**config.mk**
```make
export PLATFORM = sky130hd
export DESIGN_NAME = evt_irq_hub
export DESIGN_NICKNAME = d
export VERILOG_FILES = /design/src/rtl/evt_irq_pkg.sv /design/src/rtl/evt_irq_ctrl.sv /design/src/rtl/evt_irq_dp.sv /design/src/rtl/evt_irq_hub.sv
export SDC_FILE = /design/constraint.sdc
export NUM_CORES = 1
export LEC_CHECK = 0
export BUFFER_PORTS_ARGS = -buffer_cell sky130_fd_sc_hd__buf_4
export CAP_MARGIN = 30
export CORE_MARGIN = 5
export CORE_UTILIZATION = 50
export CTS_CLUSTER_DIAMETER = 50
export DETAILED_ROUTE_END_ITERATION = 16
export PLACE_DENSITY = 0.93
export SLEW_MARGIN = 20
export SYNTH_ARGS = -nofsm -noshare
export SYNTH_HDL_FRONTEND = slang
export SYNTH_SLANG_ARGS = --single-unit
```
**constraint.sdc**
```tcl
create_clock -name clk -period 2.03 [get_ports clk]
set_clock_uncertainty 0.15 [all_clocks]
set_input_delay 0.1015 -clock clk [delete_from_list [all_inputs] [get_ports clk]]
set_output_delay 0.1015 -clock clk [all_outputs]
set_load 0.01 [all_outputs]
```
**src/rtl/evt_irq_pkg.sv**
```systemverilog
package evt_irq_pkg;

  localparam int DATA_W    = 32;
  localparam int NUM_LINES = 13;
  localparam int EVT_LSB   = 19;

  typedef struct packed {
    logic              clrEvt;
    logic              ldMask;
    logic [DATA_W-1:0] data;
  } regStrobe_t;

  // event bit feeding each interrupt line
  function automatic int lineSrc(input int line);
    case (line)
      0:       return 27;
      1:       return 26;
      2:       return 19;
      3:       return 20;
      4:       return 25;
      5:       return 24;
      6:       return 23;
      7:       return 21;
      8:       return 31;
      9:       return 28;
      10:      return 22;
      11:      return 29;
      default: return 30;
    endcase
  endfunction

endpackage

```
**src/rtl/evt_irq_ctrl.sv**
```systemverilog
module evt_irq_ctrl
  import evt_irq_pkg::*;
#(
  parameter int DW = DATA_W
) (
  input  logic          regWrEn,
  input  logic          regAddr,
  input  logic [DW-1:0] regWrData,
  input  logic [DW-1:0] evtVal,
  input  logic [DW-1:0] maskVal,
  output regStrobe_t    strb,
  output logic [DW-1:0] regRdData
);

  always_comb begin
    strb.clrEvt = regWrEn & ~regAddr;
    strb.ldMask = regWrEn & regAddr;
    strb.data   = regWrData;
  end

  assign regRdData = regAddr ? maskVal : evtVal;

endmodule

```
**src/rtl/evt_irq_dp.sv**
```systemverilog
module evt_irq_dp
  import evt_irq_pkg::*;
#(
  parameter int DW     = DATA_W,
  parameter int NLINES = NUM_LINES,
  parameter int LSB    = EVT_LSB
) (
  input  logic              clk,
  input  logic              rstN,
  input  regStrobe_t        strb,
  input  logic [DW-1:0]     evtSet,
  output logic [DW-1:0]     evtVal,
  output logic [DW-1:0]     maskVal,
  output logic [NLINES-1:0] irqLines
);

  localparam logic [DW-1:0] KEEP = {DW{1'b1}} << LSB;

  logic [DW-1:0]     evtQ, maskQ, evtNext, clrVec;
  logic [NLINES-1:0] activeQ;

  assign clrVec  = strb.clrEvt ? strb.data : '0;
  // set is ORed in after the clear, so it wins on a collision
  assign evtNext = ((evtQ & ~clrVec) | evtSet) & KEEP;

  always_ff @(posedge clk or negedge rstN) begin
    if (!rstN) begin
      evtQ  <= '0;
      maskQ <= '0;
    end else begin
      evtQ <= evtNext;
      if (strb.ldMask) maskQ <= strb.data;
    end
  end

  for (genvar g = 0; g < NLINES; g++) begin : g_line
    localparam int SRC = lineSrc(g);
    always_ff @(posedge clk or negedge rstN) begin
      if (!rstN) activeQ[g] <= 1'b0;
      else       activeQ[g] <= evtQ[SRC] & maskQ[SRC];
    end
  end

  assign evtVal   = evtQ;
  assign maskVal  = maskQ;
  assign irqLines = activeQ;

endmodule

```
**src/rtl/evt_irq_hub.sv**
```systemverilog
module evt_irq_hub
  import evt_irq_pkg::*;
#(
  parameter int DW     = DATA_W,
  parameter int NLINES = NUM_LINES,
  parameter int LSB    = EVT_LSB
) (
  input  logic              clk,
  input  logic              rstN,
  input  logic [DW-1:0]     evtSet,
  input  logic              regWrEn,
  input  logic              regAddr,
  input  logic [DW-1:0]     regWrData,
  output logic [DW-1:0]     regRdData,
  output logic [NLINES-1:0] irqLines
);

  regStrobe_t    strb;
  logic [DW-1:0] evtVal, maskVal;

  evt_irq_ctrl #(.DW(DW)) u_ctrl (
    .regWrEn   (regWrEn),
    .regAddr   (regAddr),
    .regWrData (regWrData),
    .evtVal    (evtVal),
    .maskVal   (maskVal),
    .strb      (strb),
    .regRdData (regRdData)
  );

  evt_irq_dp #(.DW(DW), .NLINES(NLINES), .LSB(LSB)) u_dp (
    .clk      (clk),
    .rstN     (rstN),
    .strb     (strb),
    .evtSet   (evtSet),
    .evtVal   (evtVal),
    .maskVal  (maskVal),
    .irqLines (irqLines)
  );

endmodule

```
Yosys cells after proc, flatten, opt, wreduce, memory -nomap -nowiden --
Index checks and enable logic that the tools add are counted.
Storage, ports and cells: flip-flop bits (word level) 58, output and inout bits 45, bits of input ports 68, logic and storage cells 36
Cells by class: bitwise operators 19, mux-type cells 2
Operator list (number):
- $mux W32 | 2
- $and A32 B32 Y32 | 1
- $not A32 Y32 | 1
- $or A32 B32 Y32 | 1
- $and A1 B1 Y1 | 15
- $not A1 Y1 | 1

Depth between registers and ports, before layout --
word-level depth 6, mapped depth 4, depth with buffers taken out 2

Cells and area by module --
Synthesis repeated with hierarchy kept, for this count alone.
Unflattened totals: cells, all modules 224, area, all modules 3159.3 um2
By module, submodules not included:
- evt_irq_dp | area each 2374.8 um2, times used 1, cells an instance 154, seq. area each 1451.4 um2
- evt_irq_ctrl | area each 784.5 um2, times used 1, cells an instance 70, seq. area each 0.0 um2

Worst setup path before layout --
No wires, ideal clock.
path type input port to output port, start point input regAddr, end point output regRdData[26], data arrival time 0.815 ns, slack 0.964 ns, stages 3, buffers on the path 2, cells stage by stage buf_4 -> clkbuf_1 -> mux2_2
On the way: word-level cells in the longest chain between the ends 1
Ends and longest elaborated chain:
- start: declaration | RTL line evt_irq_hub.sv:12 | input logic regAddr,
- $mux W32 | RTL line evt_irq_ctrl.sv:21 | assign regRdData = regAddr ? maskVal : evtVal;
- end: declaration | RTL line evt_irq_hub.sv:14 | output logic [DW-1:0] regRdData,
Every way passes these cells.

Worst setup path after layout --
start point input regAddr, end point register u_dp.evtQ[19] (netlist: u_dp.evtVal[19])
On the way: word-level cells in the longest chain between the ends 6
Ends and longest elaborated chain:
- $not A1 Y1 | RTL line evt_irq_ctrl.sv:16 | strb.clrEvt = regWrEn & ~regAddr;
- $and A1 B1 Y1 | RTL line evt_irq_ctrl.sv:16
- $mux W32 | RTL line evt_irq_dp.sv:22 | assign clrVec = strb.clrEvt ? strb.data : '0;
- $not A32 Y32 | RTL line evt_irq_dp.sv:24 | assign evtNext = ((evtQ & ~clrVec) | evtSet) & KEEP;
- $and A32 B32 Y32 | RTL line evt_irq_dp.sv:24
- $or A32 B32 Y32 | RTL line evt_irq_dp.sv:24
- named net u_dp.evtNext[19] | RTL line evt_irq_dp.sv:19 | logic [DW-1:0] evtQ, maskQ, evtNext, clrVec;
- end signal: assignment | RTL line evt_irq_dp.sv:31 | evtQ <= evtNext;
- end: declaration | RTL line evt_irq_dp.sv:19
The timed path passes the listed nets, and every way through them passes these cells. A chain may end at the register's enable or synchronous reset.

==> run metrics <==
Worst slew margin=0.5320; min-delay worst type=input pin to asynchronous set/reset pin; Reg area=1451 um2; Area growth syn-to-layout=54.77%; vias in the first global route=2150; WS Path Type=input pin to flip-flop; post-route setup TNS=0 ps; yosys warns=0; core region area=4817 um2; Ports=113; Worst-Margin Slew=702.0 ps; register area share after synthesis=0.5734; CTS Buffer Depth=2; Layout Nets=397; worst path bufs/invs=3; Yosys reg bits=58; Setup violations, final=0; Worst Path Max Fanout=34; crit path capture type=flip-flop; minimum clock period=1649 ps; Final Core Density=0.8132; initial antenna violation count=0; number of I/O port buffers=93; ANT nets after route=0; cts bufs inserted=9; fin crit share=0.8121; gr ovfl total=0; first-pass GRT wire length=10520 um; clock latency on the worst-skew pair=320 ps; CP dominant cell by count=buf_4; outcome=completed; Netlist cell types=12; Worst Path Required=2080 ps; dpl hpwl=3786 um; Residual DRC=0; Pre-Repair DR Iteration Count=4; delay-heaviest family, CP=buffers and inverters; Hold Fails Final Rpt=0; max-slew violations=0; Ant. Diodes=0; # H-tree levels=3; Clock Sink Count=58; post_cts resized=0; worst-path cell chain=buf_4 -> nor2b_1 -> buf_4 -> a31oi_1 -> dlygate4sd3_1; worst r2r src=u_dp.evtVal[29]$_DFF_PN0_; CTS Root Cell=clkbuf_8; maxcap violations=0; Iter 0 DRT Violations=26; Via Count=1920; f_max=606.6 MHz; CTS tree=yes; Syn Inst Count=184; WL per Instance=16.33 um; RePlAce Congestion=0.7589; P_leak=0.001892 uW; Initial Utilization=0.5255; Critical Path AT=1700 ps; via/cell ratio=4.788; FP Rows=25; Clock transition at path regs=60 ps; Setup crit start kind=input pin; synthesized cell area=2531 um2; share of cells above drive strength 1=0.4701; Die Width=81.15 um; syn nets=252; Post-Route WL=6548 um; All-Layer GR Usage=0.2165; Multi-input gate area=967.2 um2; largest net degree at the start of global routing=59; Slowest-stage cell, CP=dlygate4sd3_1; PwrDens=792.5 nW/um2; Max IR drop VDD=484.5 uV; Crit Reg-Reg Endpoint=u_dp.evtVal[29]$_DFF_PN0_; syn avg cell area=13.76 um2; Filler cells=291; Die H=81.15 um; unrepaired setup endpoints after global routing=false; r2r worst-path depth=3; slowest stage delay, CP=560 ps; Die ar.=6585 um2; reg-to-reg slack, setup=570 ps
==> kinds of logic (layout without fill, tap and decap cells) <==
logic type	after synthesis	in the layout	synth area share
flops	58	58	0.5734
simple gates	47	47	0.1053
mux	45	45	0.2447
buf+inv	21	171	0.04449
compound gates	13	13	0.03213
==> state kept, by name, summed over array words and instances (netlist names) <==
name	cells
u_dp.evtVal	13
u_dp.irqLines	13
u_dp.maskVal	32
==> cells in the mapped netlist <==
library cell | n | area share
clkbuf_1 | 2 | 0.0030
mux2_2 | 15 | 0.067
buf_6 | 3 | 0.013
buf_4 | 3 | 0.0089
mux2_4 | 30 | 0.18
a31oi_1 | 13 | 0.032
and2_1 | 32 | 0.079
inv_1 | 13 | 0.019
dfrtp_1 | 58 | 0.57
nor2b_1 | 1 | 0.0025
nor2_1 | 13 | 0.019
nand2_4 | 1 | 0.0044
==> layout by cell type, fill, tap and decap left out, drive strengths merged, types with 4 or more instances in the layout <==
cell type and instances:
clkbuf 10, mux2 45, a31oi 13, dfrtp 58
dlygate4sd3 46, inv 13, clkinv 4, nor2 13
and2 32, buf 96
==> worst max-delay path by stage <==
| stage | slack (ps) | start | cells after the start | endpoint |
|---|---|---|---|---|
| floorplan | 960 | regAddr | 3 | regRdData[26] |
| global placement | 310 | regAddr | 3 | u_dp.evtVal[19]$_DFF_PN0_ |
| detailed placement | 590 | regAddr | 4 | u_dp.evtVal[20]$_DFF_PN0_ |
| CTS | 380 | regAddr | 5 | u_dp.evtVal[20]$_DFF_PN0_ |
| global route | 260 | regAddr | 5 | u_dp.evtVal[20]$_DFF_PN0_ |
| finish | 380 | regAddr | 5 | u_dp.evtVal[19]$_DFF_PN0_ |
==> layer usage <==
metal  vias to the layer above  wire, um  global-route usage
li1                        902         -                   -
met1                       949      2425              0.2230
met2                        59      3671              0.4195
met3                        10       380             0.05654
met4                         0        71             0.07095
met5                         -         0                   0
==> stage by stage <==
step                      hold slack, ps  std cells  area (um2)  setup slack (ps)  total power [uW]
final                              223.4        401        3918             381.4              3105
after global routing               251.5        401        3918             258.2              3265
after CTS                          238.4        401        3918             381.7              3115
after detailed placement           49.20        339        3272             586.3              2051
after global placement             47.40        338        3264             309.1              2026
after floorplan                   -344.1        184        2531             963.9              1728
==> power breakdown <==
| group | switching [uW] | leakage [uW] | internal (uW) |
|---|---|---|---|
| sequential | 80.8 | 0.000655 | 1310 |
| clock | 431 | 0.0000958 | 558 |
| combinational | 269 | 0.00114 | 460 |
| total | 780 | 0.00189 | 2320 |
==> layout make-up <==
type                    instances  share of cell area
multi-input cells             105              0.2469
clock buffers                  10             0.03258
repair buffers                142              0.3015
flip-flops and latches         58              0.3705
inverters                      13             0.01246
well taps                      67             0.02140
clock inverters                 6             0.01469
==> what timing repair did <==
item                      4_1_cts  5_1_grt
hold endpoints to repair      103        0
buffers inserted                0        0
hold buffers                   46        0
Note: power is estimated with default switching activity, not from simulation.
